File: config.mk
export PLATFORM = sky130hd
export DESIGN_NAME = dma_copy_ctrl
export DESIGN_NICKNAME = d
export VERILOG_FILES = /design/src/rtl/dma_pkg.sv /design/src/rtl/dma_cfg_regs.sv /design/src/rtl/dma_bus_arb.sv /design/src/rtl/dma_word_mover.sv /design/src/rtl/dma_copy_ctrl.sv
export SDC_FILE = /design/constraint.sdc
export NUM_CORES = 1
export LEC_CHECK = 0
export BUFFER_PORTS_ARGS = -buffer_cell sky130_fd_sc_hd__buf_4
export CORE_ASPECT_RATIO = 0.5
export CORE_MARGIN = 5
export CORE_UTILIZATION = 49
export DETAILED_ROUTE_END_ITERATION = 12
export GPL_TIMING_DRIVEN = 0
export PLACE_DENSITY = 0.81
export SLEW_MARGIN = 25
export SYNTH_ARGS = -nofsm -noshare
export SYNTH_HDL_FRONTEND = slang
export SYNTH_SLANG_ARGS = --single-unit
File: constraint.sdc
create_clock -name clk -period 2.4 [get_ports clk]
set_input_delay 0.12 -clock clk [delete_from_list [all_inputs] [get_ports clk]]
set_output_delay 0.12 -clock clk [all_outputs]
set_load 0.02 [all_outputs]
File: src/rtl/dma_pkg.sv
package dma_pkg;
   localparam logic [1:0] REG_SRC    = 2'd0;
   localparam logic [1:0] REG_LEN    = 2'd1;
   localparam logic [1:0] REG_CTRL   = 2'd2;
   localparam logic [1:0] REG_STATUS = 2'd3;

   localparam int CTRL_START = 0;
   localparam int CTRL_PRIO  = 1;
   localparam int CTRL_IE    = 2;
   localparam int ST_BUSY    = 0;
   localparam int ST_DONE    = 1;

   typedef enum logic [1:0] {
      MV_IDLE  = 2'd0,
      MV_FETCH = 2'd1,
      MV_WAIT  = 2'd2,
      MV_HOLD  = 2'd3
   } mv_state_t;
endpackage

File: src/rtl/dma_cfg_regs.sv
module dma_cfg_regs
   import dma_pkg::*;
#(
   parameter int DW = 16,
   parameter int AW = 8,
   parameter int CW = 8
) (
   input  logic          clk,
   input  logic          rst_n,
   input  logic          wr,
   input  logic [1:0]    addr,
   input  logic [DW-1:0] wdata,
   input  logic          busy,
   input  logic          fin,
   output logic [DW-1:0] rdata,
   output logic [AW-1:0] src_q,
   output logic [CW-1:0] len_q,
   output logic          prio_cpu,
   output logic          done,
   output logic          go,
   output logic          irq
);
   logic irq_en;
   logic start_req;
   logic zero_len;
   logic clr_req;
   logic unused_wdata_bits;

   assign unused_wdata_bits = ^wdata;
   assign zero_len  = (len_q == '0);
   assign start_req = wr && (addr == REG_CTRL) && wdata[CTRL_START] && !busy;
   assign go        = start_req && !zero_len;
   assign clr_req   = wr && (addr == REG_STATUS) && wdata[ST_DONE];

   always_ff @(posedge clk or negedge rst_n) begin
      if (!rst_n) begin
         src_q    <= '0;
         len_q    <= '0;
         prio_cpu <= 1'b0;
         irq_en   <= 1'b0;
      end else if (wr) begin
         case (addr)
            REG_SRC:  src_q <= wdata[AW-1:0];
            REG_LEN:  len_q <= wdata[CW-1:0];
            REG_CTRL: begin
               prio_cpu <= wdata[CTRL_PRIO];
               irq_en   <= wdata[CTRL_IE];
            end
            default: ;
         endcase
      end
   end

   always_ff @(posedge clk or negedge rst_n) begin
      if (!rst_n)                      done <= 1'b0;
      else if (fin)                    done <= 1'b1;
      else if (start_req && zero_len)  done <= 1'b1;
      else if (go)                     done <= 1'b0;
      else if (clr_req)                done <= 1'b0;
   end

   assign irq = done & irq_en;

   always_comb begin
      rdata = '0;
      case (addr)
         REG_SRC:  rdata[AW-1:0] = src_q;
         REG_LEN:  rdata[CW-1:0] = len_q;
         REG_CTRL: begin
            rdata[CTRL_PRIO] = prio_cpu;
            rdata[CTRL_IE]   = irq_en;
         end
         default: begin
            rdata[ST_BUSY] = busy;
            rdata[ST_DONE] = done;
         end
      endcase
   end
endmodule

File: src/rtl/dma_bus_arb.sv
module dma_bus_arb #(
   parameter int DW = 16,
   parameter int AW = 8
) (
   input  logic          prio_cpu,
   input  logic          cpu_req,
   input  logic          cpu_we,
   input  logic [AW-1:0] cpu_addr,
   input  logic [DW-1:0] cpu_wdata,
   input  logic          dma_req,
   input  logic [AW-1:0] dma_addr,
   output logic          cpu_gnt,
   output logic          dma_gnt,
   output logic          mem_req,
   output logic          mem_we,
   output logic [AW-1:0] mem_addr,
   output logic [DW-1:0] mem_wdata
);
   logic contend;

   assign contend = cpu_req && dma_req;

   always_comb begin
      if (contend) begin
         cpu_gnt = prio_cpu;
         dma_gnt = !prio_cpu;
      end else begin
         cpu_gnt = cpu_req;
         dma_gnt = dma_req;
      end
   end

   assign mem_req   = cpu_gnt || dma_gnt;
   assign mem_we    = cpu_gnt && cpu_we;
   assign mem_addr  = cpu_gnt ? cpu_addr : dma_addr;
   assign mem_wdata = cpu_gnt ? cpu_wdata : '0;
endmodule

File: src/rtl/dma_word_mover.sv
module dma_word_mover
   import dma_pkg::*;
#(
   parameter int DW = 16,
   parameter int AW = 8,
   parameter int CW = 8
) (
   input  logic          clk,
   input  logic          rst_n,
   input  logic          go,
   input  logic [AW-1:0] src,
   input  logic [CW-1:0] len,
   input  logic          dma_gnt,
   input  logic [DW-1:0] mem_rdata,
   input  logic          dev_ready,
   output logic          dma_req,
   output logic [AW-1:0] dma_addr,
   output logic          dev_valid,
   output logic [DW-1:0] dev_data,
   output logic          busy,
   output logic          fin
);
   localparam logic [CW-1:0] ONE = CW'(1);

   mv_state_t     st;
   logic [AW-1:0] ptr;
   logic [CW-1:0] left;
   logic [DW-1:0] hold;
   logic          last;
   logic          take;

   assign dma_req   = (st == MV_FETCH);
   assign dma_addr  = ptr;
   assign dev_valid = (st == MV_HOLD);
   assign dev_data  = hold;
   assign busy      = (st != MV_IDLE);
   assign last      = (left == ONE);
   assign take      = dev_valid && dev_ready;
   assign fin       = take && last;

   always_ff @(posedge clk or negedge rst_n) begin
      if (!rst_n) begin
         st   <= MV_IDLE;
         ptr  <= '0;
         left <= '0;
         hold <= '0;
      end else begin
         case (st)
            MV_IDLE: if (go) begin
               ptr  <= src;
               left <= len;
               st   <= MV_FETCH;
            end
            MV_FETCH: if (dma_gnt) st <= MV_WAIT;
            MV_WAIT: begin
               hold <= mem_rdata;
               st   <= MV_HOLD;
            end
            default: if (take) begin
               ptr  <= ptr + ONE[0];
               left <= left - ONE;
               st   <= last ? MV_IDLE : MV_FETCH;
            end
         endcase
      end
   end
endmodule

File: src/rtl/dma_copy_ctrl.sv
module dma_copy_ctrl #(
   parameter int DW = 16,
   parameter int AW = 8,
   parameter int CW = 8
) (
   input  logic          clk,
   input  logic          rst_n,
   input  logic          reg_wr,
   input  logic [1:0]    reg_addr,
   input  logic [DW-1:0] reg_wdata,
   output logic [DW-1:0] reg_rdata,
   input  logic          cpu_req,
   input  logic          cpu_we,
   input  logic [AW-1:0] cpu_addr,
   input  logic [DW-1:0] cpu_wdata,
   output logic          cpu_gnt,
   output logic          mem_req,
   output logic          mem_we,
   output logic [AW-1:0] mem_addr,
   output logic [DW-1:0] mem_wdata,
   input  logic [DW-1:0] mem_rdata,
   output logic          dev_valid,
   output logic [DW-1:0] dev_data,
   input  logic          dev_ready,
   output logic          irq
);
   if (AW > DW) begin : g_bad_aw
      $error("address width must fit in a register word");
   end
   if (CW > DW) begin : g_bad_cw
      $error("count width must fit in a register word");
   end
   if (DW < 3) begin : g_bad_dw
      $error("register word too narrow for control bits");
   end

   logic          busy;
   logic          done;
   logic          fin;
   logic          go;
   logic          prio_cpu;
   logic [AW-1:0] src_q;
   logic [CW-1:0] len_q;
   logic          dma_req;
   logic          dma_gnt;
   logic [AW-1:0] dma_addr;

   dma_cfg_regs #(.DW(DW), .AW(AW), .CW(CW)) u_regs (
      .clk      (clk),
      .rst_n    (rst_n),
      .wr       (reg_wr),
      .addr     (reg_addr),
      .wdata    (reg_wdata),
      .busy     (busy),
      .fin      (fin),
      .rdata    (reg_rdata),
      .src_q    (src_q),
      .len_q    (len_q),
      .prio_cpu (prio_cpu),
      .done     (done),
      .go       (go),
      .irq      (irq)
   );

   dma_word_mover #(.DW(DW), .AW(AW), .CW(CW)) u_mover (
      .clk       (clk),
      .rst_n     (rst_n),
      .go        (go),
      .src       (src_q),
      .len       (len_q),
      .dma_gnt   (dma_gnt),
      .mem_rdata (mem_rdata),
      .dev_ready (dev_ready),
      .dma_req   (dma_req),
      .dma_addr  (dma_addr),
      .dev_valid (dev_valid),
      .dev_data  (dev_data),
      .busy      (busy),
      .fin       (fin)
   );

   dma_bus_arb #(.DW(DW), .AW(AW)) u_arb (
      .prio_cpu  (prio_cpu),
      .cpu_req   (cpu_req),
      .cpu_we    (cpu_we),
      .cpu_addr  (cpu_addr),
      .cpu_wdata (cpu_wdata),
      .dma_req   (dma_req),
      .dma_addr  (dma_addr),
      .cpu_gnt   (cpu_gnt),
      .dma_gnt   (dma_gnt),
      .mem_req   (mem_req),
      .mem_we    (mem_we),
      .mem_addr  (mem_addr),
      .mem_wdata (mem_wdata)
   );
endmodule

==> summary.txt, run 1 <==
Global routing
  – Vias in the first global route: 2724
  – GRT Total Usage: 21.05%
  – Grt total ovfl: 0
  – Largest net degree at the start of global routing: 54
  – First-pass GRT wire length: 13450 um
  – Initial antenna violation count: 0

Drt
  – # DRC: 0
  – Vias per cell: 5.419
  – Detailed-route via count: 2650
  – First-pass DRT Iterations: 4
  – Detail Route Antenna Nets: 0
  – Detailed Route Iter0 Violations: 107
  – WL per Instance: 17.05 um
  – Total wire length: 8337 um

Worst hold path
  – Worst Hold Class: primary input to flop

Placed design
  – PortBufs: 107
  – Worst slack at placement: 0.1642 ns
  – Post-DP HPWL: 6356 um
  – GPL Wtd Cong: 0.8515

Floorplan
  – Core Footprint: 6081 sq um
  – Initial Util: 50.49%
  – Rows: 20
  – Die area: 8046 sq um
  – Ports: 125
  – Die Y: 65.98 um
  – Die X: 122.0 um

Power
  – Pwr Total: 4.373 mW
  – Leak: 2.000 nW
  – Worst vdd ir: 0.0006200 V
  – PwrDens: 1048 nW/um^2

Clock network
  – Htree depth: 2
  – CTS root buf: clkbuf_16
  – CTS sink count: 53
  – Cts bufs inserted: 5
  – Clock Latency Late Sink: 0.29 ns
  – Clock buffer depth: 2
  – Clock-pin slew on the worst setup and hold paths: 0.07 ns
  – TritonCTS clock tree: built

Worst setup path
  – Slowest-stage cell, CP: nor4bb_1
  – CP endpoint kind: flop
  – Critical path's largest stage delay: 0.82 ns
  – Kind of critical path: flop to flop
  – CP cell instances: inv_1 > ha_1 > nor4bb_1 > nand4_1 > o211ai_2 > nor2_1
  – Critical Path Start Type: flop
  – CP Buf/Inv Count: 1
  – Crit path arrival time: 2.40 ns
  – Crit path max fanout: 6
  – Worst path required time: 2.58 ns
  – Crit path max-delay family: simple AND/OR/NAND/NOR gates

Logic synthesis
  – Post-synthesis area per instance: 11.01 sq um
  – Main flop type after synthesis: dfrtp_1
  – Sequential fraction of the synthesis area: 43.19%
  – Post-synth EDFFs: 0
  – Mapped Cells: 279
  – Synth Register Bits: 53
  – Cell Area, Synth: 3070 sq um
  – Asr flop ratio synth: 100.0%
  – Warnings from Yosys: 0
  – Post-synth cell types: 53

Timing
  – Final setup viols: 0
  – Crit share post-route: 92.28%
  – RSZ-0062 raised after global routing: no
  – Endpoints failing hold: 0
  – Clock period minus worst slack: 2.215 ns
  – Setup TNS: 0 ns
  – Slew Limit Headroom: 36.43%
  – Max Slew Vio Count: 0
  – Clock skew: 0.006758 ns
  – Slew @ Worst Pin: 0.9407 ns
  – Final WS setup: 0.1852 ns
  – Maximum achievable frequency: 451.5 MHz

Finish
  – Area Growth Syn to Fin: 35.94%
  – Antenna diodes: 0
  – Share of layout cells above drive strength 1: 45.14%
  – Net count reported at finish: 473

Run status
  – Status: completed

Run
  – Max-Cap Viols: 0
routing by layer:
layer	GRT usage [%]	vias to the layer above	wire [um]
met1	26.30	1276	3247
met4	6.844	0	104
met2	36.61	113	4128
li1	-	1251	-
met3	4.701	10	857
met5	0	-	0
power by group:
group / total, mW / switching, mW / internal, mW / leakage (nW)
Combinational: 2.15 / 1.11 / 1.04 / 1.29
Sequential: 1.51 / 0.294 / 1.21 / 0.640
Clock: 0.718 / 0.308 / 0.410 / 0.0700
Total: 4.37 / 1.71 / 2.66 / 2.00
flip-flops by register name, indices dropped and copies added, names as in the netlist:
register	count
u_mover.dev_data	16
u_mover.dma_addr	8
u_mover.left	8
u_mover.st	2
u_regs.done	1
u_regs.irq_en	1
u_regs.len_q	8
u_regs.prio_cpu	1
u_regs.src_q	8
tightest hold or removal path, delay by kind of cell:
kind	cells	cell delay, ns
compound gates	1	0.05
buf+inv	1	0.09
simple gates	1	0.04
cells in the mapped netlist (2+ instances only):
library cell / number / share of area [%]
nand3_1: 3 / 0.49
o21ai_1: 2 / 0.33
buf_2: 3 / 0.49
nand3b_1: 4 / 0.98
buf_4: 8 / 2.0
or4_1: 4 / 0.98
or4_4: 2 / 0.73
and3b_1: 3 / 0.86
clkbuf_1: 10 / 1.2
a211o_1: 2 / 0.57
nor3_1: 3 / 0.49
and2_1: 18 / 3.7
a211oi_1: 2 / 0.49
nand4_1: 2 / 0.41
mux2_2: 41 / 15
nand2_1: 10 / 1.2
a21oi_1: 6 / 0.98
o221a_1: 7 / 2.6
nor2_1: 17 / 2.1
mux2i_1: 8 / 2.6
o21ai_0: 12 / 2.0
dfrtp_1: 53 / 43
ha_1: 8 / 3.3
and3_1: 10 / 2.0
inv_1: 9 / 1.1
o22ai_1: 4 / 0.81
and4_1: 2 / 0.57
metrics by stage:
stage / hold slack [ns] / util (%) / instances / area [sq um]
global route: 0.05794 / 68.64 / 489 / 4174
CTS: 0.04785 / 68.52 / 489 / 4167
finish: 0.04914 / 68.64 / 489 / 4174
detailed placement: 0.2097 / 65.95 / 481 / 4010
floorplan: -0.1756 / - / 286 / 3097
global placement: 0.1924 / 65.95 / 481 / 4010
path summary, 6_finish.rpt:
| path | start | end | slack [ns] | cells past startpoint |
|---|---|---|---|---|
| min in group asynchronous | rst_n | u_mover.dev_data[14]$_DFFE_PN0P_ | 0.40 | 2 |
| max in group asynchronous | rst_n | u_regs.irq_en$_DFFE_PN0N_ | 1.55 | 2 |
| min reg2reg | u_mover.dev_data[15]$_DFFE_PN0P_ | u_mover.dev_data[15]$_DFFE_PN0P_ | 0.51 | 1 |
| min | reg_wdata[6] | u_regs.src_q[6]$_DFFE_PN0P_ | 0.05 | 3 |
| max | u_mover.st[0]$_DFFE_PN0P_ | u_mover.dma_addr[7]$_DFFE_PN0P_ | 0.19 | 6 |
| max reg2reg | u_mover.st[0]$_DFFE_PN0P_ | u_mover.dma_addr[7]$_DFFE_PN0P_ | 0.19 | 6 |
kinds of logic (layout without fill, tap and decap cells):
kind of cell | Yosys count | after routing | share of synthesized area [%]
AND/OR/NAND/NOR | 85 | 85 | 16.75
flip-flops | 53 | 53 | 43.19
AO/OA/AOI/OAI | 51 | 51 | 13.04
multiplexers | 50 | 50 | 18.38
buffers and inverters | 31 | 146 | 5.257
adder cells (fa/ha/maj) | 8 | 8 | 3.260
other | 1 | 8 | 0.1221
what timing repair did:
| action | 4_1_cts | 5_1_grt |
|---|---|---|
| hold buffers | 1 | 0 |
| setup buffers | 0 | 0 |
| pin swaps | 0 | 0 |
| resized for setup | 1 | 1 |
| hold endpoints to repair | 53 | 0 |
| setup endpoints to repair | 26 | 18 |
layout by cell type (no fill, tap or decap), drive strengths merged, types with 4 or more instances in the layout:
master / instances
nand3b: 4
mux2: 41
inv: 9
ha: 8
and2: 18
mux2i: 8
clkbuf: 17
buf: 119
nand2: 11
and3: 10
o221a: 7
o21ai: 14
a21oi: 6
dfrtp: 53
o22ai: 4
conb: 8
or4: 6
nor2: 17
final cells by class:
| class | instances | area (sq um) |
|---|---|---|
| buffer | 22 | 127.6 |
| clock buffer | 7 | 142.6 |
| fill | 485 | 1907 |
| inverter | 9 | 33.78 |
| multi-input combinational | 202 | 1620 |
| sequential | 53 | 1326 |
| tap | 88 | 110.1 |
| timing repair buffer | 108 | 813.3 |
No activity file was read; power rests on OpenSTA's default activity.
==> inputs of run 2 (changes only) <==
- REMOVE_ABC_BUFFERS: unset -> 1
==> run 2 against run 1 <==
Clock-buffer cell count unchanged. Die area did not move. Total power up 2.6%. Routed wire length decreased by 2.9%. Non-clock buffer count is 20 lower. Sequential share of layout area increased by 0.62 points. Hold slack improved by 0.0087 ns. Combinational power about the same. Global-route usage decreased by 0.71 points. Maximum frequency increased by 0.91%. Critical endpoint is now mem_addr[5]. Largest power group unchanged.
==> summary.txt, run 2 (synthesized netlist as in run 1, its figures left out) <==
Timing
  – RSZ-0062 raised after global routing: no
  – Slew @ Worst Pin: 0.9227 ns
  – Clock skew: 0.009037 ns
  – Final setup viols: 0
  – Endpoints failing hold: 0
  – Clock period minus worst slack: 2.195 ns
  – Max Slew Vio Count: 0
  – Maximum achievable frequency: 455.6 MHz
  – Setup TNS: 0 ns
  – Slew Limit Headroom: 37.65%
  – Crit share post-route: 91.45%

Worst setup path
  – Crit path max-delay family: buffers and inverters
  – Crit path max fanout: 24
  – Critical path's largest stage delay: 0.41 ns
  – Critical Path Start Type: flop
  – Kind of critical path: flop to primary output
  – Worst path required time: 2.28 ns
  – CP endpoint kind: primary output
  – CP cell instances: inv_1 > ha_1 > a21boi_2 > buf_6 > mux2_2 > buf_4
  – CP Buf/Inv Count: 3
  – Crit path arrival time: 2.07 ns
  – Slowest-stage cell, CP: dfrtp_1

Placed design
  – GPL Wtd Cong: 0.8598
  – PortBufs: 108
  – Placed Cells: 461
  – Post-DP HPWL: 5996 um

Global routing
  – First-pass GRT wire length: 13010 um
  – Grt total ovfl: 0
  – Largest net degree at the start of global routing: 54
  – Vias in the first global route: 2607
  – GRT Total Usage: 20.35%
  – Initial antenna violation count: 0

Clock network
  – Cts bufs inserted: 5
  – Clock Latency Late Sink: 0.29 ns
  – Clock-pin slew on the worst setup and hold paths: 0.07 ns
  – CTS root buf: clkbuf_16
  – CTS sink count: 53
  – Clock buffer depth: 2
  – Htree depth: 2
  – # Post-CTS Setup Buffers: 0
  – TritonCTS clock tree: built

Drt
  – WL per Instance: 17.23 um
  – # DRC: 0
  – First-pass DRT Iterations: 4
  – Total wire length: 8096 um
  – Vias per cell: 5.649
  – Detailed-route via count: 2655
  – Detail Route Antenna Nets: 0
  – Detailed Route Iter0 Violations: 133

Floorplan
  – Core Footprint: 6081 sq um
  – Die Y: 65.98 um
  – Ports: 125
  – Rows: 20
  – Initial Util: 50.49%
  – Die area: 8046 sq um
  – Die X: 122.0 um

Power
  – PwrDens: 1096 nW/um^2
  – Leak: 1.938 nW
  – Worst vdd ir: 0.0007058 V

Finish
  – Net count reported at finish: 453
  – Share of layout cells above drive strength 1: 45.81%
  – # fillers: 451
  – Area Growth Syn to Fin: 33.33%
  – Antenna diodes: 0
  – Commonest cells after routing, fill and taps aside: 108 x buf_4, 53 x dfrtp_1, 41 x mux2_2
  – Leading cell type in the layout, fill and taps excluded: buf_4
  – Max reg flops: 16
  – Layout Cells excl Fill: 470

Run
  – Max-Cap Viols: 0

Run status
  – Status: completed

Worst hold path
  – Worst Hold Class: primary input to flop
run 2: area by class of cell:
| type | count | area, sq um | area share [%] |
|---|---|---|---|
| multi-input cells | 202 | 1619 | 39.55 |
| flip-flops and latches | 53 | 1326 | 32.40 |
| repair buffers | 110 | 832.0 | 20.32 |
| clock buffers | 7 | 142.6 | 3.484 |
| well taps | 88 | 110.1 | 2.689 |
| inverters | 9 | 33.78 | 0.8252 |
| clock inverters | 1 | 30.03 | 0.7335 |
run 2: worst register-to-register path, cell delays in order (launching register included):
cell	delay (ns)
dfrtp_1	0.43
inv_1	0.12
ha_2	0.31
and3b_2	0.38
nand2_1	0.27
and3_1	0.28
a211o_1	0.26
run 2: repair_timing:
| action | CTS | global route |
|---|---|---|
| hold buffers | 1 | 0 |
| endpoints found under the hold margin | 53 | 0 |
| resized for setup | 0 | 3 |
| setup endpoints to repair | 0 | 15 |
run 2: path summary, 6_finish.rpt:
check / from / endpoint / slack [ns] / cells past startpoint
setup reg to reg: u_mover.st[0]$_DFFE_PN0P_ / u_mover.left[5]$_DFFE_PN0P_ / 0.24 / 6
hold / removal: mem_rdata[8] / u_mover.dev_data[8]$_DFFE_PN0P_ / 0.06 / 2
max in group asynchronous: rst_n / u_mover.dma_addr[3]$_DFFE_PN0P_ / 1.52 / 2
setup / recovery: u_mover.st[1]$_DFFE_PN0P_ / mem_addr[5] / 0.21 / 6
min in group asynchronous: rst_n / u_mover.dev_data[15]$_DFFE_PN0P_ / 0.42 / 2
hold reg to reg: u_mover.dev_data[8]$_DFFE_PN0P_ / u_mover.dev_data[8]$_DFFE_PN0P_ / 0.51 / 1
run 2: routing by layer:
layer	global-route usage (%)	routed length [um]	up-vias
met5	0	0	-
met4	5.866	127	0
met3	5.299	845	14
met2	35.71	3942	138
met1	24.95	3179	1283
li1	-	-	1220
run 2: power breakdown:
group | internal (mW) | switching [mW]
clock | 0.522 | 0.316
sequential | 1.21 | 0.302
combinational | 1.03 | 1.10
total | 2.77 | 1.72
run 2: through the flow:
step | total power [mW] | hold WS (ns) | utilization [%] | cell area, sq um | setup WS, ns
final | 4.485 | 0.05787 | 67.33 | 4094 | 0.2053
after global routing | 4.762 | 0.05490 | 67.33 | 4094 | 0.07146
after CTS | 4.479 | 0.05642 | 67.22 | 4088 | 0.06216
after detailed placement | 3.629 | 0.2005 | 64.22 | 3905 | 0.08969
after global placement | 3.521 | 0.1895 | 63.97 | 3890 | -0.1698
after floorplan | 2.816 | -0.1756 | - | 2969 | 0.04719
==> inputs of run 3 (changes only) <==
- RECOVER_POWER: unset -> 100
==> run 3 against run 2 <==
Sequential power hardly changed. First-iteration DRC count decreased by 2.3%. Sequential share of layout area up 1.4 points. Clock power shrank 1%. Via count is 0.79% lower. Core utilization shrank 2.8 points. Maximum frequency is 0.53% lower. Register-to-register slack worse by 0.05 ns. Global-route usage did not move. Combinational power down 9%. Clock skew fell by 0.0026 ns.
==> summary.txt, run 3 (synthesized netlist as in run 1, its figures left out) <==
Run status
  – Status: completed

Power
  – Logic gate share of total power: 45.3%
  – Flop pwr share: 35.3%
  – Net switching power: 1.702 mW
  – Int Pwr: 2.570 mW
  – Worst vdd ir: 0.0006113 V
  – Leak: 1.773 nW
  – PwrDens: 1089 nW/um^2
  – Clock group share of total power: 19.4%
  – Switching Share: 39.83%

Finish
  – Register Area: 1326 sq um
  – Share of layout cells above drive strength 1: 34.82%
  – Leading cell type in the layout, fill and taps excluded: buf_4
  – # fillers: 504
  – Antenna diodes: 0
  – Net count reported at finish: 453
  – Commonest cells after routing, fill and taps aside: 63 x buf_4, 53 x dfrtp_1, 41 x mux2_2, 41 x clkbuf_1, 17 x nor2_1
  – Fin area: 3923 sq um
  – Multi-input gate area: 1610 sq um
  – Area Growth Syn to Fin: 27.75%
  – Max reg flops: 16

Placed design
  – Post-DP HPWL: 5996 um
  – PortBufs: 108
  – Placed inst area: 3905 sq um
  – GPL Wtd Cong: 0.8598

Worst setup path
  – Crit path max-delay family: compound AO/OA/AOI/OAI gates
  – Crit path arrival time: 2.38 ns
  – CP Buf/Inv Count: 0
  – Flop2flop setup slack: 0.19 ns
  – Critical path's largest stage delay: 0.65 ns
  – CP cell instances: or4_1 > o211ai_4 > nand2_4 > o221a_1
  – Critical Path Start Type: flop
  – Kind of critical path: flop to flop
  – Slowest-stage cell, CP: or4_1
  – Crit path max fanout: 19
  – CP endpoint kind: flop
  – Worst path required time: 2.57 ns

Global routing
  – GRT Total Usage: 20.35%
  – Vias in the first global route: 2607
  – Grt total ovfl: 0
  – Initial antenna violation count: 0
  – First-pass GRT wire length: 13010 um
  – Largest net degree at the start of global routing: 54

Clock network
  – # Post-CTS Setup Buffers: 0
  – Clock Latency Late Sink: 0.29 ns
  – CTS sink count: 53
  – Clock-pin slew on the worst setup and hold paths: 0.07 ns
  – Cts bufs inserted: 5
  – CTS root buf: clkbuf_16
  – Clock buffer depth: 2
  – Htree depth: 2
  – TritonCTS clock tree: built

Drt
  – # DRC: 0
  – Vias per cell: 5.604
  – WL per Instance: 17.23 um
  – Total wire length: 8100 um
  – Detailed Route Iter0 Violations: 130
  – Detailed-route via count: 2634
  – Detail Route Antenna Nets: 0
  – First-pass DRT Iterations: 5

Floorplan
  – Die area: 8046 sq um
  – Initial Util: 50.49%
  – Die X: 122.0 um
  – Die Y: 65.98 um
  – Core Footprint: 6081 sq um
  – Ports: 125
  – Rows: 20

Worst hold path
  – Worst Hold Class: primary input to flop

Timing
  – Max Slew Vio Count: 0
  – Final setup viols: 0
  – Setup TNS: 0 ns
  – Maximum achievable frequency: 453.2 MHz
  – Clock period minus worst slack: 2.206 ns
  – Tightest hold margin: 0.06139 ns
  – RSZ-0062 raised after global routing: no
  – Endpoints failing hold: 0
  – Slew @ Worst Pin: 1.461 ns
  – Clock skew: 0.006485 ns
  – Slew Limit Headroom: 2.363%
  – Crit share post-route: 91.93%

Run
  – Max-Cap Viols: 0
## run 3: repair_timing
item	in CTS	in global routing
hold buffers	1	0
setup endpoints to repair	0	15
hold endpoints to repair	53	0
resized for setup	0	3
## run 3: layout make-up
type	count	area share, %
inverters	9	0.8612
multi-input cells	202	41.05
repair buffers	110	17.07
clock buffers	7	3.636
flip-flops and latches	53	33.81
clock inverters	1	0.7656
well taps	88	2.807
## run 3: per-stage QoR
stage	setup WS [ns]	std cells	util (%)	total power [mW]
after CTS	0.06216	470	67.22	4.479
after detailed placement	0.08969	461	64.22	3.629
after global placement	-0.1698	460	63.97	3.521
final	0.1937	470	64.51	4.272
after floorplan	0.04719	264	-	2.816
after global routing	0.07150	470	64.51	4.558
## run 3: final timing paths
check | from | endpoint | cells after the start
min reg2reg | u_mover.dev_data[10]$_DFFE_PN0P_ | u_mover.dev_data[10]$_DFFE_PN0P_ | 1
min in group asynchronous | rst_n | u_mover.dev_data[15]$_DFFE_PN0P_ | 2
max | u_regs.len_q[2]$_DFFE_PN0P_ | u_mover.left[3]$_DFFE_PN0P_ | 4
min | mem_rdata[8] | u_mover.dev_data[8]$_DFFE_PN0P_ | 2
max reg2reg | u_regs.len_q[2]$_DFFE_PN0P_ | u_mover.left[3]$_DFFE_PN0P_ | 4
max in group asynchronous | rst_n | u_mover.dma_addr[3]$_DFFE_PN0P_ | 2
## run 3: layer usage
metal	routed length, um	part of all wire [%]	up-vias	global-route usage (%)
met4	103	1.3	0	5.866
met2	4022	50	128	35.71
met1	3150	39	1282	24.95
met5	0	0	-	0
met3	823	10	12	5.299
li1	-	-	1212	-
## run 3: power by group through the flow
stage | sequential [mW] | clock [mW] | combinational [mW]
floorplan | 1.61 | 0 | 1.21
global placement | 1.49 | 0 | 2.03
detailed placement | 1.51 | 0 | 2.11
CTS | 1.51 | 0.838 | 2.13
global route | 1.56 | 0.884 | 2.11
finish | 1.51 | 0.830 | 1.93
